[config.mk]
export PLATFORM = sky130hd
export DESIGN_NAME = fifo_status_sched
export DESIGN_NICKNAME = d
export VERILOG_FILES = /design/src/rtl/fss_pkg.sv /design/src/rtl/fss_cal_ram.sv /design/src/rtl/fss_dip2.sv /design/src/rtl/fss_train_timer.sv /design/src/rtl/fifo_status_sched.sv
export SDC_FILE = /design/constraint.sdc
export NUM_CORES = 1
export LEC_CHECK = 0
export BUFFER_PORTS_ARGS = -buffer_cell sky130_fd_sc_hd__buf_2
export CAP_MARGIN = 25
export CORE_ASPECT_RATIO = 0.75
export CORE_MARGIN = 5
export CORE_UTILIZATION = 30
export DETAILED_ROUTE_END_ITERATION = 8
export PLACE_DENSITY_LB_ADDON = 0.2
export REMOVE_ABC_BUFFERS = 1
export SYNTH_ARGS = -nofsm -noshare
export SYNTH_HDL_FRONTEND = slang
export SYNTH_HIERARCHICAL = 1
export SYNTH_SLANG_ARGS = --single-unit
[constraint.sdc]
create_clock -name clk -period 13.3 [get_ports clk]
set_input_delay 1.33 -clock clk [delete_from_list [all_inputs] [get_ports clk]]
set_output_delay 1.33 -clock clk [all_outputs]
set_load 0.01 [all_outputs]
[src/rtl/fss_pkg.sv]
package fss_pkg;
  typedef enum logic [2:0] {ST_CAL, ST_DIP, ST_FRM, ST_SEL, ST_TRN} fss_state_e;

  localparam logic [1:0] FRAME_WORD = 2'b11;

  function automatic logic [1:0] swap2(input logic [1:0] v);
    return {v[0], v[1]};
  endfunction
endpackage

[src/rtl/fss_cal_ram.sv]
module fss_cal_ram #(
  parameter int DEPTH = 128,
  parameter int AW    = 7,
  parameter int DW    = 4
) (
  input  logic          clk,
  input  logic          we,
  input  logic [AW-1:0] waddr,
  input  logic [DW-1:0] wdata,
  input  logic [AW-1:0] raddr,
  output logic [DW-1:0] rdata
);
  logic [DW-1:0] mem [DEPTH];

  always_ff @(posedge clk) begin
    if (we) mem[waddr] <= wdata;
  end

  assign rdata = mem[raddr];
endmodule

[src/rtl/fss_dip2.sv]
module fss_dip2 (
  input  logic       clk,
  input  logic       rst,
  input  logic       clr,
  input  logic       upd,
  input  logic [1:0] word,
  output logic [1:0] dip
);
  import fss_pkg::*;
  logic [1:0] acc;

  always_ff @(posedge clk) begin
    if (rst || clr) acc <= 2'b00;
    else if (upd)   acc <= swap2(acc) ^ word;
  end

  assign dip = ~acc;
endmodule

[src/rtl/fss_train_timer.sv]
module fss_train_timer #(
  parameter int IVL_W     = 24,
  parameter int UNIT_LOG2 = 8
) (
  input  logic             clk,
  input  logic             rst,
  input  logic             restart,
  input  logic [IVL_W-1:0] interval,
  output logic             due
);
  localparam int CW = IVL_W + UNIT_LOG2;

  logic [CW-1:0] cnt;
  logic [CW-1:0] lim;

  always_ff @(posedge clk) begin
    if (rst || restart)  cnt <= '0;
    else if (cnt != '1)  cnt <= cnt + CW'(1);
  end

  assign lim = {interval, {UNIT_LOG2{1'b0}}};
  assign due = (interval != '0) && (cnt >= lim - CW'(1));

  assert_restart_clears_R8: assert property (@(posedge clk) disable iff (rst)
    restart |=> !due);
endmodule

[src/rtl/fifo_status_sched.sv]
module fifo_status_sched #(
  parameter int NUM_PORTS  = 16,
  parameter int CAL_DEPTH  = 128,
  parameter int M_W        = 8,
  parameter int ALPHA_W    = 8,
  parameter int IVL_W      = 24,
  parameter int UNIT_LOG2  = 8,
  parameter int TRAIN_HALF = 10,
  parameter int LEN_W      = $clog2(CAL_DEPTH),
  parameter int PORT_W     = $clog2(NUM_PORTS)
) (
  input  logic                   clk,
  input  logic                   rst,
  input  logic [2*NUM_PORTS-1:0] port_status,
  input  logic                   cal_we,
  input  logic [LEN_W-1:0]       cal_waddr,
  input  logic [PORT_W-1:0]      cal_wport,
  input  logic [LEN_W-1:0]       cfg_len,
  input  logic [M_W-1:0]         cfg_m,
  input  logic [ALPHA_W-1:0]     cfg_alpha,
  input  logic [IVL_W-1:0]       cfg_interval,
  input  logic                   cfg_sel_en,
  input  logic [1:0]             cfg_sel_code,
  output logic [1:0]             stat_o,
  output logic                   frm_o
);
  import fss_pkg::*;

  localparam int PH_W = $clog2(2 * TRAIN_HALF);
  localparam logic [PH_W-1:0] PH_LAST = PH_W'(2 * TRAIN_HALF - 1);
  localparam logic [PH_W-1:0] PH_HALF = PH_W'(TRAIN_HALF);

  fss_state_e state, state_nx;
  logic [LEN_W-1:0]   slot, len_sh;
  logic [M_W-1:0]     rep, m_sh;
  logic [ALPHA_W-1:0] trep, alpha_sh;
  logic [PH_W-1:0]    phase;
  logic [IVL_W-1:0]   ivl_sh, eff_ivl;
  logic [1:0]         sel_code_sh;
  logic [PORT_W-1:0]  rd_port;
  logic [1:0]         word, dip_w;
  logic               due, slot_last, rep_last, train_last;

  fss_cal_ram #(.DEPTH(CAL_DEPTH), .AW(LEN_W), .DW(PORT_W)) u_cal (
    .clk(clk), .we(cal_we), .waddr(cal_waddr), .wdata(cal_wport),
    .raddr(slot), .rdata(rd_port));

  fss_dip2 u_dip (
    .clk(clk), .rst(rst), .clr(state == ST_FRM),
    .upd(state == ST_CAL || state == ST_SEL), .word(word), .dip(dip_w));

  assign eff_ivl    = (state == ST_FRM) ? cfg_interval : ivl_sh;
  assign train_last = (state == ST_TRN) && (phase == PH_LAST) && (trep == alpha_sh);

  fss_train_timer #(.IVL_W(IVL_W), .UNIT_LOG2(UNIT_LOG2)) u_tmr (
    .clk(clk), .rst(rst), .restart(train_last), .interval(eff_ivl), .due(due));

  assign slot_last = (slot == len_sh);
  assign rep_last  = (rep == m_sh);

  always_comb begin
    word = FRAME_WORD;
    unique case (state)
      ST_CAL: word = port_status[{rd_port, 1'b0} +: 2];
      ST_DIP: word = dip_w;
      ST_FRM: word = FRAME_WORD;
      ST_SEL: word = sel_code_sh;
      ST_TRN: word = (phase < PH_HALF) ? 2'b00 : 2'b11;
      default: word = FRAME_WORD;
    endcase
  end

  always_comb begin
    state_nx = state;
    unique case (state)
      ST_CAL: if (slot_last && rep_last) state_nx = ST_DIP;
      ST_DIP: state_nx = ST_FRM;
      ST_FRM: state_nx = cfg_sel_en ? ST_SEL : (due ? ST_TRN : ST_CAL);
      ST_SEL: state_nx = due ? ST_TRN : ST_CAL;
      ST_TRN: if (train_last) state_nx = ST_CAL;
      default: state_nx = ST_CAL;
    endcase
  end

  always_ff @(posedge clk) begin
    if (rst) begin
      state <= ST_CAL;
      slot  <= '0;
      rep   <= '0;
      phase <= '0;
      trep  <= '0;
    end else begin
      state <= state_nx;
      if (state == ST_CAL) begin
        slot <= slot_last ? '0 : slot + LEN_W'(1);
        if (slot_last) rep <= rep_last ? '0 : rep + M_W'(1);
      end
      if (state == ST_TRN) begin
        phase <= (phase == PH_LAST) ? '0 : phase + PH_W'(1);
        if (phase == PH_LAST) trep <= (trep == alpha_sh) ? '0 : trep + ALPHA_W'(1);
      end
    end
  end

  always_ff @(posedge clk) begin
    if (rst) begin
      len_sh      <= LEN_W'(7);
      m_sh        <= M_W'(1);
      alpha_sh    <= '0;
      ivl_sh      <= '0;
      sel_code_sh <= 2'b00;
    end else if (state == ST_FRM) begin
      len_sh      <= cfg_len;
      m_sh        <= cfg_m;
      alpha_sh    <= cfg_alpha;
      ivl_sh      <= cfg_interval;
      sel_code_sh <= cfg_sel_code;
    end
  end

  always_ff @(posedge clk) begin
    if (rst) begin
      stat_o <= FRAME_WORD;
      frm_o  <= 1'b0;
    end else begin
      stat_o <= word;
      frm_o  <= (state == ST_FRM);
    end
  end

  assert_frame_word_R5: assert property (@(posedge clk) disable iff (rst)
    frm_o |-> stat_o == FRAME_WORD);
  assert_slot_bound_R3: assert property (@(posedge clk) disable iff (rst)
    (state == ST_CAL) |-> slot <= len_sh);
  assert_sel_after_frame_R6: assert property (@(posedge clk) disable iff (rst)
    (state == ST_SEL) |-> $past(state) == ST_FRM);
  assert_train_enabled_R9: assert property (@(posedge clk) disable iff (rst)
    (state == ST_TRN) |-> ivl_sh != '0);
  assert_train_no_parity_R10: assert property (@(posedge clk) disable iff (rst)
    (state == ST_TRN) |=> $stable(dip_w));
endmodule

==> results_dict.tcl <==
set metrics [dict create \
    reg2reg_to "u_dip/acc[1]$_SDFFE_PP0P_" \
    dpl_worst_slack_ns 7.42 \
    drt-pass1-iter-count 5 \
    die_area_mm2 0.0952 \
    post_drt_wl_per_cell_um 21.8 \
    p_sw_share_pct 22.2 \
    grt_overflow 0 \
    layout.cells.most_common "sky130_fd_sc_hd__edfxtp_1" \
    ys_types 65 \
    power.sequential.fraction_pct 50.5 \
    synthesis.instances 1709 \
    fin_setup_tns_ns 0 \
    hold_viol_final 0 \
    rrSetupSlack_ns 7.58 \
    holdPathStages 2 \
    rsz0062_at_grt "no" \
    leakage_nw 9.97 \
    gp_congestion 0.782 \
    worstPathCellList "buf_4 -> buf_4 -> mux4_2 -> mux4_2 -> mux4_2 -> mux2_2 -> mux4_2 -> mux2i_1 -> o221ai_1 -> xnor2_1 -> a2111oi_1" \
    first_pass_grt_wire_length_mm 98.5 \
    timing.max_slew.rel_slack_pct 37.7 \
    detailedRoute.firstIterationViolations 1319 \
    clkLatencyLatePin_ns 0.61 \
    skew_ns 0.0218 \
    route.detailed.drc 0 \
    cp_data_arrival_time_ns 6.22 \
    core_area_mm2 0.0881 \
    finalInstanceArea_mm2 0.0308 \
    layout_common_cells "sky130_fd_sc_hd__edfxtp_1 (512), sky130_fd_sc_hd__nor2_1 (181), sky130_fd_sc_hd__nand2_1 (181)" \
    timing.final.setup_violations 0 \
    cts-buffers-inserted 67 \
    max_cap_viol_count 0 \
    critPathRequiredTime_ns 13.80 \
    synth.top_cells.by_area "sky130_fd_sc_hd__edfxtp_1 (58%), sky130_fd_sc_hd__mux4_2 (15%), sky130_fd_sc_hd__dfxtp_1 (8.8%)" \
    run_status "finished, final reports clean" \
    num_io_pins 99 \
    post_synth_xor_area_fraction_pct 2.52 \
    ctsHtreeMaxLevel 3 \
    cts_max_path_buffers 3 \
    cts.repair_timing.setup_buffer_count 0 \
    setup.worst_path.start_class "flip-flop" \
    num_rows 94 \
    final_net_count 1946 \
    synth_top_area_share_pct 57.5 \
    compound_gate_portion_of_the_synthesized_area_pct 3.17 \
    floorplan.initialDensity_pct 30.3 \
    ctsResizeCount 0 \
    synth_seq_cells 629 \
    critical-path-slowest-cell "sky130_fd_sc_hd__dfxtp_4" \
    tritoncts_clock_tree "built" \
    total_power_mw 4.26 \
    most_prevalent_standard_cell_on_the_critical_path "sky130_fd_sc_hd__mux4_2" \
    achievable-frequency_mhz 175 \
    maximum_number_of_pins_on_one_net_before_global_route_repair 96 \
    path_clk_slew_ns 0.06 \
    worst_hold_startpoint "ivl_sh[16]$_SDFF_PP0_" \
    synthArstFlopShare_pct 0 \
    nFillCells 8327 \
    timing.setup.critical_path_class "reg -> reg" \
    max_stage_delay_ns 0.80 \
    antenna_found_initial 6 \
    irDropWorstVdd_mv 0.107 \
    postLayoutSetupSlackWorst_ns 7.58 \
    worst_setup_path_end_kind "flip-flop" \
    clk_root_buffer_cell "sky130_fd_sc_hd__clkbuf_16" \
    post_synth_fa_ha_maj_area_fraction_pct 1.45 \
    logic_depth_of_the_worst_register_to_register_path 11 \
    yosys-mux-area-fraction_pct 15.3 \
    dp.final_hpwl_mm 42.7 \
    synthesis.yosys.warnings 6 \
    routed_wl_mm 66.0 \
    final_antenna_net_count 0 \
    area_delta_synth_final_pct 15.1 \
    first_global_vias 15000 \
    synth_top_family_by_area "multiplexers" \
    hold_end "ivl_sh[16]$_SDFF_PP0_" \
    synth.cell_area_mm2 0.0267 \
    global_route.usage.total_pct 13.6 \
    power.switching_mw 0.946 \
    power_per_cell_area_mw_per_mm2 139 \
    min_period_over_period_pct 43.0 \
    period_needed_ns 5.72 \
    cts_hold_buf 0 \
    dr_total_vias 15300 \
    fraction_of_layout_cells_with_a_size_suffix_above_1_pct 22.7 \
    synth_seq_area_share_pct 66.3 \
    int_pwr_mw 3.32 \
    die_w_um 355 \
    fp.dieH_um 268 \
    port-buffer-count 98 \
    post_dp_cell_area_mm2 0.0286 \
    cts.sink_count 629 \
    timing_worst_slew_pin_value_ns 0.933 \
    synth_top_area_cell "sky130_fd_sc_hd__edfxtp_1" \
    drv_slew 0 \
    clockPowerShare_pct 43.7 \
    r2r-start "slot[0]$_SDFFE_PP0P_" \
    synth.avg_cell_area_um2 15.6 \
    via_per_inst 5.04 \
    synth_edf_count 512 \
    combinational_fraction_of_design_power_pct 5.9 \
    crit_fanout 36 \
    synth_flop_cell "sky130_fd_sc_hd__edfxtp_1" \
    synth-simple-area-share_pct 9.71 \
    hold-worst-slack_ns 0.462 \
    hold_path_class "reg -> reg" \
]
[state kept, by name (all words and copies together), names as in the netlist, 2 cells and up]
register and flops:
stat_o 2, phase 5, ivl_sh 24, sel_code_sh 2, state 3, len_sh 7
rep 8, m_sh 8, u_dip/acc 2, trep 8, slot 7, u_tmr/cnt 32
u_cal/mem 512, alpha_sh 8
[per-stage QoR]
| step | cells | util (%) |
|---|---|---|
| 2_1_floorplan | 1626 | - |
| 3_3_place_gp | 2897 | 32.3 |
| 3_5_place_dp | 2901 | 32.4 |
| 4_1_cts | 3023 | 34.9 |
| 5_1_grt | 3024 | 34.9 |
| 6_report | 3025 | 34.9 |
[Yosys cell counts, drive strengths merged, types with 8 or more instances]
library cell  number
nor3              24
or3               17
nand2            181
xnor2             40
and3              11
mux4             176
buf               36
nand3             34
and4              10
ha                31
xor2              37
a21oi             80
nand4             28
nor2b             10
nor4              15
nor2             182
inv               14
edfxtp           512
mux2i              8
o21ai             27
clkbuf            47
nor3b              8
dfxtp            117
[power groups by stage]
stage                     Combinational, mW  Sequential [mW]  Clock [mW]
after floorplan                       0.144             2.21           0
final                                 0.250             2.15        1.86
after detailed placement              0.253             2.19           0
after global routing                  0.269             2.15        2.00
after global placement                0.249             2.19           0
after CTS                             0.254             2.15        1.92
[metal layers]
layer  track usage, %  part of all wire, %  wire [µm]  up-vias
li1                 -                    -          -     6879
met1             20.8                   49      32100     7923
met2             19.8                   44      29100      370
met3             2.93                  5.6       3670       83
met4             3.21                  1.7       1120        0
met5                0                    0          0        -
[area by class of cell]
class	count	area (µm²)	area share (%)
Antenna cell	1	2.50	0.00813
Clock buffer	86	1790	5.83
Clock inverter	36	377	1.22
Inverter	14	52.6	0.171
Multi-Input combinational cell	983	8590	27.9
Sequential cell	629	17700	57.6
Tap cell	1152	1440	4.69
Timing Repair Buffer	124	776	2.52
[cell families after synthesis]
logic type | count (synthesis)
AOI/OAI and AO/OA | 142
xor gates and xnor gates | 77
adders and majority gates | 31
buffers and inverters | 97
DFF | 629
muxes | 188
and+or+nand+nor | 545
[how the worst max path moves through the flow]
stage / start / to / cells after the start
finish: slot[0]$_SDFFE_PP0P_ / u_dip/acc[1]$_SDFFE_PP0P_ / 11
detailed placement: slot[0]$_SDFFE_PP0P_ / u_dip/acc[1]$_SDFFE_PP0P_ / 11
global placement: slot[0]$_SDFFE_PP0P_ / u_dip/acc[1]$_SDFFE_PP0P_ / 11
global route: slot[0]$_SDFFE_PP0P_ / u_dip/acc[1]$_SDFFE_PP0P_ / 11
floorplan: slot[0]$_SDFFE_PP0P_ / u_dip/acc[1]$_SDFFE_PP0P_ / 9
CTS: slot[0]$_SDFFE_PP0P_ / u_dip/acc[1]$_SDFFE_PP0P_ / 11
[worst max-delay path, delay by kind of cell (launching register included)]
kind,cells,cell delay [ns]
xor+xnor,1,0.17
flops,1,0.80
buf+inv,2,1.37
mux,6,2.64
compound gates,2,0.54
Note: power is estimated with default switching activity, not from simulation.
